## src/rtl/biq_pkg.sv

```systemverilog
`timescale 1ns/1ps
package biq_pkg;
  // iteration length and unit pipeline depths (the datapath is built around these)
  localparam int FOLD    = 4;
  localparam int SLOT_W  = $clog2(FOLD);
  localparam int ADD_LAT = 1;
  localparam int MUL_LAT = 2;

  typedef logic [SLOT_W-1:0] slot_t;

  // slot each operation occupies on its shared unit
  localparam int ORD_ADD4 = 0;  // output partial sum  B*w + D*w
  localparam int ORD_ADD2 = 1;  // output              w + partial
  localparam int ORD_ADD3 = 2;  // feedback partial    A*w + C*w
  localparam int ORD_ADD1 = 3;  // state               x + feedback
  localparam int ORD_MUL5 = 0;  // A * w(n-1)
  localparam int ORD_MUL8 = 1;  // D * w(n-2), summed one iteration later
  localparam int ORD_MUL6 = 2;  // B * w(n-1), summed one iteration later
  localparam int ORD_MUL7 = 3;  // C * w(n-1), summed one iteration later

  // cycles a result must wait after leaving its unit before the consumer reads it
  function automatic int hold_cycles(int iters, int src_ord, int dst_ord, int src_lat);
    return FOLD * iters + dst_ord - src_ord - src_lat;
  endfunction

  function automatic int max2(int a, int b);
    return (a > b) ? a : b;
  endfunction
endpackage

```

## src/rtl/biq_slot_ctr.sv

```systemverilog
`timescale 1ns/1ps
module biq_slot_ctr
  import biq_pkg::*;
(
  input  logic  clk,
  input  logic  rst,
  output slot_t slot
);
  localparam slot_t LAST = slot_t'(FOLD - 1);

  always_ff @(posedge clk) begin
    if (rst)               slot <= '0;
    else if (slot == LAST) slot <= '0;
    else                   slot <= slot + 1'b1;
  end
endmodule

```

## src/rtl/biq_tapline.sv

```systemverilog
`timescale 1ns/1ps
module biq_tapline #(
  parameter int W     = 16,
  parameter int DEPTH = 5
) (
  input  logic                   clk,
  input  logic                   rst,
  input  logic [W-1:0]           d,
  output logic [DEPTH:0][W-1:0]  taps
);
  logic [W-1:0] stg [DEPTH];
  logic         seen;

  always_ff @(posedge clk) begin
    if (rst) begin
      for (int k = 0; k < DEPTH; k++) stg[k] <= '0;
      seen <= 1'b0;
    end else begin
      stg[0] <= d;
      for (int k = 1; k < DEPTH; k++) stg[k] <= stg[k-1];
      seen <= 1'b1;
    end
  end

  always_comb begin
    taps[0] = d;
    for (int k = 1; k <= DEPTH; k++) taps[k] = stg[k-1];
  end

  // the oldest tap is the next-oldest one cycle later
  AST_TAP_SHIFT: assert property (@(posedge clk) disable iff (rst)
    seen |-> taps[DEPTH] == $past(taps[DEPTH-1]));
endmodule

```

## src/rtl/biq_pipe_mul.sv

```systemverilog
`timescale 1ns/1ps
module biq_pipe_mul #(
  parameter int W = 16,
  parameter int F = 14
) (
  input  logic         clk,
  input  logic         rst,
  input  logic [W-1:0] a,
  input  logic [W-1:0] b,
  output logic [W-1:0] q
);
  localparam int PW = 2 * W;

  function automatic logic [W-1:0] scale_prod(logic signed [PW-1:0] p);
    logic signed [PW-1:0] s;
    s = p >>> F;
    return s[W-1:0];
  endfunction

  logic signed [PW-1:0] prod_c, prod_r;
  logic [1:0]           warm;

  assign prod_c = $signed({{W{a[W-1]}}, a}) * $signed({{W{b[W-1]}}, b});

  always_ff @(posedge clk) begin
    if (rst) begin
      prod_r <= '0;
      q      <= '0;
      warm   <= '0;
    end else begin
      prod_r <= prod_c;
      q      <= scale_prod(prod_r);
      if (warm != 2'd2) warm <= warm + 2'd1;
    end
  end

  // result appears exactly two edges after its operands
  AST_MUL_LATENCY: assert property (@(posedge clk) disable iff (rst)
    (warm == 2'd2) |-> q == scale_prod($past(prod_c, 2)));
endmodule

```

## src/rtl/biq_pipe_add.sv

```systemverilog
`timescale 1ns/1ps
module biq_pipe_add #(
  parameter int W = 16
) (
  input  logic         clk,
  input  logic         rst,
  input  logic [W-1:0] a,
  input  logic [W-1:0] b,
  output logic [W-1:0] q
);
  function automatic logic [W-1:0] add_wrap(logic [W-1:0] x, logic [W-1:0] y);
    return x + y;
  endfunction

  always_ff @(posedge clk) begin
    if (rst) q <= '0;
    else     q <= add_wrap(a, b);
  end
endmodule

```

## src/rtl/biq_folded.sv

```systemverilog
`timescale 1ns/1ps
module biq_folded
  import biq_pkg::*;
#(
  parameter int W      = 16,
  parameter int F      = 14,
  parameter int COEF_A = 8192,
  parameter int COEF_B = 12288,
  parameter int COEF_C = -4096,
  parameter int COEF_D = -6144
) (
  input  logic         clk,
  input  logic         rst,
  input  logic         in_valid,
  input  logic [W-1:0] in_data,
  output logic         in_ready,
  output logic         out_valid,
  output logic [W-1:0] y_out
);
  localparam logic [W-1:0] K_A = W'(COEF_A);
  localparam logic [W-1:0] K_B = W'(COEF_B);
  localparam logic [W-1:0] K_C = W'(COEF_C);
  localparam logic [W-1:0] K_D = W'(COEF_D);

  // tap ages per edge (iterations of delay, source slot, sink slot, source latency)
  localparam int H_1_2 = hold_cycles(1, ORD_ADD1, ORD_ADD2, ADD_LAT);
  localparam int H_1_5 = hold_cycles(1, ORD_ADD1, ORD_MUL5, ADD_LAT);
  localparam int H_1_6 = hold_cycles(1, ORD_ADD1, ORD_MUL6, ADD_LAT);
  localparam int H_1_7 = hold_cycles(1, ORD_ADD1, ORD_MUL7, ADD_LAT);
  localparam int H_1_8 = hold_cycles(2, ORD_ADD1, ORD_MUL8, ADD_LAT);
  localparam int H_3_1 = hold_cycles(0, ORD_ADD3, ORD_ADD1, ADD_LAT);
  localparam int H_4_2 = hold_cycles(0, ORD_ADD4, ORD_ADD2, ADD_LAT);
  localparam int H_5_3 = hold_cycles(0, ORD_MUL5, ORD_ADD3, MUL_LAT);
  localparam int H_6_4 = hold_cycles(1, ORD_MUL6, ORD_ADD4, MUL_LAT);
  localparam int H_7_3 = hold_cycles(1, ORD_MUL7, ORD_ADD3, MUL_LAT);
  localparam int H_8_4 = hold_cycles(1, ORD_MUL8, ORD_ADD4, MUL_LAT);

  localparam int ADD_DEPTH = max2(max2(max2(H_1_2, H_1_5), max2(H_1_6, H_1_7)),
                                  max2(max2(H_1_8, H_3_1), H_4_2));
  localparam int MUL_DEPTH = max2(max2(H_5_3, H_6_4), max2(H_7_3, H_8_4));

  // x is loaded in the slot before the state adder, y captured once the output sum is out
  localparam slot_t LOAD_SLOT = slot_t'(ORD_ADD1 - 1);
  localparam slot_t CAP_SLOT  = slot_t'(ORD_ADD2 + ADD_LAT);

  slot_t                          slot;
  logic [W-1:0]                   x_hold;
  logic [W-1:0]                   add_a, add_b, mul_a, mul_k;
  logic [W-1:0]                   add_q, mul_q;
  logic [ADD_DEPTH:0][W-1:0]      add_taps;
  logic [MUL_DEPTH:0][W-1:0]      mul_taps;
  logic [W-1:0]                   y_q;

  biq_slot_ctr u_slot (.clk(clk), .rst(rst), .slot(slot));

  biq_pipe_add #(.W(W)) u_add (
    .clk(clk), .rst(rst), .a(add_a), .b(add_b), .q(add_q));

  biq_pipe_mul #(.W(W), .F(F)) u_mul (
    .clk(clk), .rst(rst), .a(mul_a), .b(mul_k), .q(mul_q));

  biq_tapline #(.W(W), .DEPTH(ADD_DEPTH)) u_add_line (
    .clk(clk), .rst(rst), .d(add_q), .taps(add_taps));

  biq_tapline #(.W(W), .DEPTH(MUL_DEPTH)) u_mul_line (
    .clk(clk), .rst(rst), .d(mul_q), .taps(mul_taps));

  // operand routing: each slot selects the taps its scheduled operations need
  always_comb begin
    unique case (slot)
      slot_t'(ORD_ADD4): begin
        add_a = mul_taps[H_6_4]; add_b = mul_taps[H_8_4];
        mul_a = add_taps[H_1_5]; mul_k = K_A;
      end
      slot_t'(ORD_ADD2): begin
        add_a = add_taps[H_1_2]; add_b = add_taps[H_4_2];
        mul_a = add_taps[H_1_8]; mul_k = K_D;
      end
      slot_t'(ORD_ADD3): begin
        add_a = mul_taps[H_5_3]; add_b = mul_taps[H_7_3];
        mul_a = add_taps[H_1_6]; mul_k = K_B;
      end
      default: begin
        add_a = x_hold;          add_b = add_taps[H_3_1];
        mul_a = add_taps[H_1_7]; mul_k = K_C;
      end
    endcase
  end

  assign in_ready = (slot == LOAD_SLOT);

  always_ff @(posedge clk) begin
    if (rst)           x_hold <= '0;
    else if (in_ready) x_hold <= in_valid ? in_data : '0;
  end

  always_ff @(posedge clk) begin
    if (rst) begin
      y_q       <= '0;
      out_valid <= 1'b0;
    end else begin
      out_valid <= (slot == CAP_SLOT);
      if (slot == CAP_SLOT) y_q <= add_taps[0];
    end
  end

  assign y_out = y_q;

  AST_READY_THEN_STROBE: assert property (@(posedge clk) disable iff (rst)
    in_ready |=> out_valid);
  AST_STROBE_SPACING: assert property (@(posedge clk) disable iff (rst)
    out_valid |=> !out_valid);
  AST_WINDOW_ONLY: assert property (@(posedge clk) disable iff (rst)
    !in_ready |=> $stable(x_hold));
  AST_Y_HELD: assert property (@(posedge clk) disable iff (rst)
    !out_valid |-> $stable(y_out));
  AST_OLDEST_STATE: assert property (@(posedge clk) disable iff (rst)
    add_taps[ADD_DEPTH] == $past(add_taps[ADD_DEPTH-1]) || $past(rst));
endmodule

```

## config.mk

```make
export PLATFORM = sky130hd
export DESIGN_NAME = biq_folded
export DESIGN_NICKNAME = d
export VERILOG_FILES = /design/src/rtl/biq_pkg.sv /design/src/rtl/biq_slot_ctr.sv /design/src/rtl/biq_tapline.sv /design/src/rtl/biq_pipe_mul.sv /design/src/rtl/biq_pipe_add.sv /design/src/rtl/biq_folded.sv
export SDC_FILE = /design/constraint.sdc
export NUM_CORES = 1
export LEC_CHECK = 0
export BUFFER_PORTS_ARGS = -buffer_cell sky130_fd_sc_hd__buf_2
export CORE_MARGIN = 4
export CORE_UTILIZATION = 45
export CTS_CLUSTER_DIAMETER = 200
export DETAILED_ROUTE_END_ITERATION = 12
export HOLD_SLACK_MARGIN = 0.06
export PLACE_DENSITY = 0.7
export SYNTH_ARGS = -nofsm -noshare
export SYNTH_HDL_FRONTEND = slang
export SYNTH_SLANG_ARGS = --single-unit
```

## constraint.sdc

```tcl
create_clock -name clk -period 7 [get_ports clk]
set_input_delay 1.05 -clock clk [delete_from_list [all_inputs] [get_ports clk]]
set_output_delay 1.05 -clock clk [all_outputs]
set_load 0.01 [all_outputs]
```

== Word level (Yosys, flattened, before mapping) ==
Memories as Yosys holds them, arrays and structs flattened.
Index checks and enable logic that the tools add are counted.
Storage, ports and cells
  latch bits: 0
  memory bits (read-only): 0
  output and inout bits: 18
  register bits: 97
  logic and storage cells: 39
  RAM bits: 96
  memories kept: 2
  bits of input ports: 19
Cells by class
  magnitude comparators: 0
  divide/modulo/power cells: 0
  $add $sub $neg: 2
  shifts and indexed selects: 0
  reductions and logical operators: 4
  bitwise logic cells: 5
  multiplexer cells: 15
  eq/ne operators: 3
  multiply operators: 1
Memory list
  u_add_line.stg: depth 5, bits a word 16, rd ports 5, clocked after memory_dff 0, wr ports 5, RTL line biq_tapline.sv:11  | logic [W-1:0] stg [DEPTH];
  u_mul_line.stg: depth 1, bits a word 16, rd ports 1, clocked after memory_dff 0, wr ports 1, RTL line biq_tapline.sv:11
Operator list (count)
  16-bit 2-to-1 mux: 8
  16-bit one-hot mux with 3 select lines: 2
  16-bit one-hot mux with 2 select lines: 1
  16-bit by 16-bit multiplier with 30-bit output: 1
  16-bit adder: 1
  16-bit OR reduction: 1
  1-bit bitwise OR: 5
  2-bit == test, second input constant: 2
  1-bit 2-to-1 mux: 4
  2-bit OR reduction: 2
  2-bit by 1-bit adder with 2-bit output, second input constant: 1
  2-bit by 1-bit == test with 1-bit output, second input constant: 1
  2-bit zero test: 1

== Depth between registers and ports, before layout ==
  depth in word-level cells: 4
  mapped depth: 28
  mapped depth without buffers: 25

== Modules after synthesis ==
From an unflattened synthesis, not the netlist that was laid out.
Second synthesis, totals
  cells, all modules: 1659
  area, all modules: 16057.9 µm²
Modules (own cells, without submodules)
  biq_pipe_mul: area an instance 9854.5 µm², cells an instance 1051, instances 1
  biq_tapline (u_add_line): area an instance 2262.2 µm², cells an instance 184, instances 1
  biq_folded: area an instance 2132.0 µm², cells an instance 241, instances 1
  biq_pipe_add: area an instance 1149.9 µm², cells an instance 129, instances 1
  biq_tapline (u_mul_line): area an instance 584.3 µm², cells an instance 49, instances 1
  biq_slot_ctr: area an instance 75.1 µm², cells an instance 5, instances 1

== Worst setup path before layout ==
OpenSTA, ideal clock, no wires.
  path type: reg2reg
  start point: reg u_slot.slot[0]
  end point: reg u_mul.prod_r[29]
  cell stages (with the launch flop): 27
  clock period less this slack: 6.268 ns
  arrival: 6.153 ns
  path slack: 0.732 ns
  buffers on the path: 3
  library setup time: 0.115 ns
  required time: 6.885 ns
  cells stage by stage: dfxtp_1 > inv_1 > clkbuf_1 > ha_1 > buf_6 > clkbuf_1 > a222oi_1 > nand2_1 > o21ai_0 > nand2_1 > fa_1 > inv_1 > fa_1 > inv_1 > fa_1 > inv_1 > ha_1 > ha_1 > ha_1 > ha_1 > fa_1 > a211oi_1 > o21bai_1 > o211ai_1 > o21ba_2 > xnor2_1 > nor2_1
On the way
  cells in the longest elaborated chain, start to end: 3
Ends and longest elaborated chain
  from (decl): RTL line biq_slot_ctr.sv:7  | output slot_t slot
  from (signal assigned): RTL line biq_slot_ctr.sv:14  | else slot <= slot + 1'b1;
  2-bit == test *
  named net in_ready: RTL line biq_folded.sv:16  | output logic in_ready,
  16-bit one-hot mux with 3 select lines: RTL line biq_folded.sv:70  | unique case (slot)
  16-bit by 16-bit multiplier with 30-bit output *: RTL line biq_pipe_mul.sv:23  | assign prod_c = $signed({{W{a[W-1]}}, a}) * $signed({{W{b[W-1]}}, b});
  to (signal assigned): RTL line biq_pipe_mul.sv:31  | prod_r <= prod_c;
  to (decl): RTL line biq_pipe_mul.sv:20  | logic signed [PW-1:0] prod_c, prod_r;
Mark *: on every way through the listed nets, which the timed path passes. The rest lies on a longest branch.
A chain may end at the register's enable or synchronous reset.

== Worst setup path after layout ==
  start point: reg u_slot.slot[0]
  end point: reg u_mul.prod_r[29]
On the way
  cells in the longest elaborated chain, start to end: 3
Ends and longest elaborated chain (RTL line)
  2-bit == test, or another cell as far along: biq_folded.sv:70
  16-bit one-hot mux with 3 select lines: biq_folded.sv:70
  16-bit by 16-bit multiplier with 30-bit output *: biq_pipe_mul.sv:23
Mark *: on every way between the ends. The rest lies on a longest branch, timed or not.

==> results.toml <==
[placement]
place_area_um2 = 9870
place_ws_ns = 0.428
io_buffer_count = 36
hpwl_um = 14400
gp_congestion = 0.862

[timing]
setup_violations = 0
fin_worst_hold_slack_ns = 0.437
slew_headroom_pct = 31.3
worstMarginPinSlew_ns = 1.03
finalSetupTns_ns = 0
skew_ns = 0.00693
rsz0062_at_grt = "false"
fin_crit_ns = 6.56
setup_slack_ns = 0.441
final_hold_viol_count = 0
fmax_mhz = 152
fin_crit_sh_pct = 93.7
slew_viol_final = 0

[global_route]
globalRoute.totalOverflow = 0
grt_pass1_vias = 6553
grt_first_pass_wirelength_um = 32800
grt_max_degree = 105
antenna_found_initial = 0
grt_usage_pct = 17.1

[worst_setup_path]
critPathKind = "reg -> reg"
r2r_cells = 23
worstPathCellList = "inv_1, ha_2, a222oi_1, nand2_1, o21ai_0, nand2_1, fa_1, inv_1, fa_1, inv_1, fa_1, inv_1, ha_1, ha_1, ha_1, ha_1, fa_1, a211oi_1, o21bai_1, o211ai_1, o21ba_2, xnor2_1, nor2_1"
required_ns = 7.27
cp.arrival_ns = 6.83
endpoint_kind = "flip-flop"
cpLargestDelayFamily = "adder cells"
reg2reg_setup_slack_ns = 0.44
start_kind = "flip-flop"
r2r_end = "u_mul.prod_r[29]"
worst-path-max-fanout = 17
timing.rr.start = "u_slot.slot[0]"
cp_num_buf_inv = 4
cp_slowest_cell = "fa_1"
cp_slowest_stage_delay_ns = 0.54

[logic_synthesis]
synth_seq_cells = 179
yosysTopAreaCell = "dfxtp_1"
ys_dominant_reg_cell = "dfxtp_1"
avgSynthCellArea_um2 = 9.63
yosysMostFrequentCell = "dfxtp_1"
yosysUniqueCellTypes = 52
synth.cell_area_um2 = 9460
ys_top_cells_by_area = "dfxtp_1, ha_1, fa_1"
ys_async_sr_fraction_pct = 0
yosysWarnings = 0
synth-edff-count = 0
syn_nets = 1139
syn_inst = 983
yosys-top-cells-count = "dfxtp_1, nor2b_1, nor2_1"
yosysSeqAreaShare_pct = 37.9
yosysTopAreaCellShare_pct = 37.9

[cts]
cts_tree = "yes"
cts_made_buffers = 17
clkSlewWorstSetupHoldPaths_ns = 0.06
cts.sinks = 179
h-tree-depth = 4
clock_latency_ns = 0.42
clock_path_buffers = 2
cts_root_buf = "clkbuf_16"
cts_hold_buf = 0
cts_setup_buffers = 0

[status]
status = "finished clean"

[floorplanning]
die_w_um = 153
initial_core_util_pct = 46.3
rows = 52
die_h_um = 153
io_pins = 37
core_area_um2 = 20400
die_area_um2 = 23400

[hold_path]
holdPathEnd = "u_mul.q[13]"
hold_path_depth = 1
hp-class = "reg -> reg"
min_from = "u_mul.prod_r[27]"

[power]
cellPowerDensity_nw_per_um2 = 288
switching_share_pct = 31.7
combPwrFrac_pct = 28.6
p_sw_mw = 0.952
p_clk_share_pct = 32.0
leakagePower_nw = 4.78
internal_power_mw = 2.06
seqPwrFrac_pct = 39.5
ir_drop_v = 0.000145

[routing]
drc_errors = 0
drtAntennaViolNets = 0
wl_per_cell_um = 15.2
viasPerCell = 5.12
drtIter0Drc = 373
dr.pass1.iters = 5
wirelength_um = 19600
vias = 6589

[run]
drv_cap = 0

[finish]
final_nets = 1160
final_util_pct = 51.2
final_cell_area_um2 = 10500
drive_gt1_share_pct = 10.6
antenna_cells = 0
area_delta_synth_final_pct = 10.6
n_fill_cell = 1854
## worst max path at each step
| stage | start | to | slack [ns] | depth (start not counted) |
|---|---|---|---|---|
| after floorplan | u_slot.slot[0] | u_mul.prod_r[29] | 0.73 | 26 |
| after global placement | u_slot.slot[0] | u_mul.prod_r[29] | 0.62 | 23 |
| after detailed placement | u_slot.slot[0] | u_mul.prod_r[29] | 0.43 | 23 |
| after CTS | u_slot.slot[0] | u_mul.prod_r[29] | 0.39 | 23 |
| after global routing | u_slot.slot[0] | u_mul.prod_r[27] | 0.03 | 23 |
| final | u_slot.slot[0] | u_mul.prod_r[29] | 0.44 | 23 |
## flip-flops by register name, summed over array words and instances, names as in the netlist
signal,count
y_out,16
u_mul_line.stg,16
x_hold,16
out_valid,1
u_mul.q,16
u_mul.prod_r,16
u_add_line.stg,80
u_add.q,16
u_slot.slot,2
## area by class of cell
type                       instances  area, µm²  area share [%]
tap                              270        338            3.23
inverter                          86        323            3.09
timing repair buffer              48        273            2.61
clock buffer                      20        437            4.17
multi-input combinational        672       5350            51.2
clock inverter                    12        155            1.48
sequential                       179       3580            34.3
## power by group through the flow
stage | logic (mW) | registers [mW] | clock network [mW]
5_1_grt | 1.00 | 1.20 | 1.02
3_5_place_dp | 0.861 | 1.21 | 0
3_3_place_gp | 0.840 | 1.21 | 0
4_1_cts | 0.870 | 1.19 | 0.975
2_1_floorplan | 0.677 | 1.18 | 0
6_report | 0.860 | 1.19 | 0.962
## timing repair
action,CTS,global route
setup endpoints to repair,0,2
endpoints found under the hold margin,0,0
resized for setup,0,1
## routing by layer
metal  global-route usage (%)  wire, µm  vias up
li1                         -         -     3281
met1                     22.9      9280     3188
met2                     28.9      9530      101
met3                     2.71       528       19
met4                     4.71       260        0
met5                        0         0        -
## through the flow
stage               power, mW  instances
finish                   3.01       1287
global route             3.22       1287
CTS                      3.03       1287
detailed placement       2.07       1255
global placement         2.05       1255
floorplan                1.85        983
## placed cells by master (no fill, tap or decap), types with 2 or more instances in the layout
| cell type | n |
|---|---|
| and4_1 | 2 |
| clkbuf_16 | 17 |
| xnor2_1 | 18 |
| nor2b_1 | 139 |
| a21o_1 | 6 |
| a22oi_1 | 18 |
| nand2b_1 | 10 |
| mux2i_1 | 18 |
| o21a_1 | 6 |
| a31oi_1 | 2 |
| clkinv_2 | 3 |
| inv_6 | 3 |
| or3_1 | 2 |
| o21ai_1 | 2 |
| o21ai_0 | 39 |
| fa_1 | 47 |
| o21bai_1 | 3 |
| ha_1 | 88 |
| and2_1 | 2 |
| bufinv_16 | 3 |
| a21oi_1 | 31 |
| nor3_1 | 12 |
| dfxtp_1 | 179 |
| clkinvlp_4 | 2 |
| a211oi_1 | 10 |
| nor3b_1 | 2 |
| buf_4 | 13 |
| nand3_1 | 3 |
| nand2_1 | 56 |
| nor2_1 | 98 |
| ha_2 | 2 |
| xor2_1 | 6 |
| mux2_2 | 18 |
| inv_1 | 86 |
| buf_2 | 35 |
| a222oi_1 | 13 |
| clkbuf_1 | 3 |
## cell families after synthesis
kind of cell	after synthesis	synth area share [%]
and+or+nand+nor	329	17.6
DFF	179	37.9
AOI/OAI and AO/OA	146	10.8
adders and majority gates	137	21.8
buffers and inverters	132	5.61
muxes	36	4.05
xor gates and xnor gates	24	2.22
No activity file was read; power rests on OpenSTA's default activity.
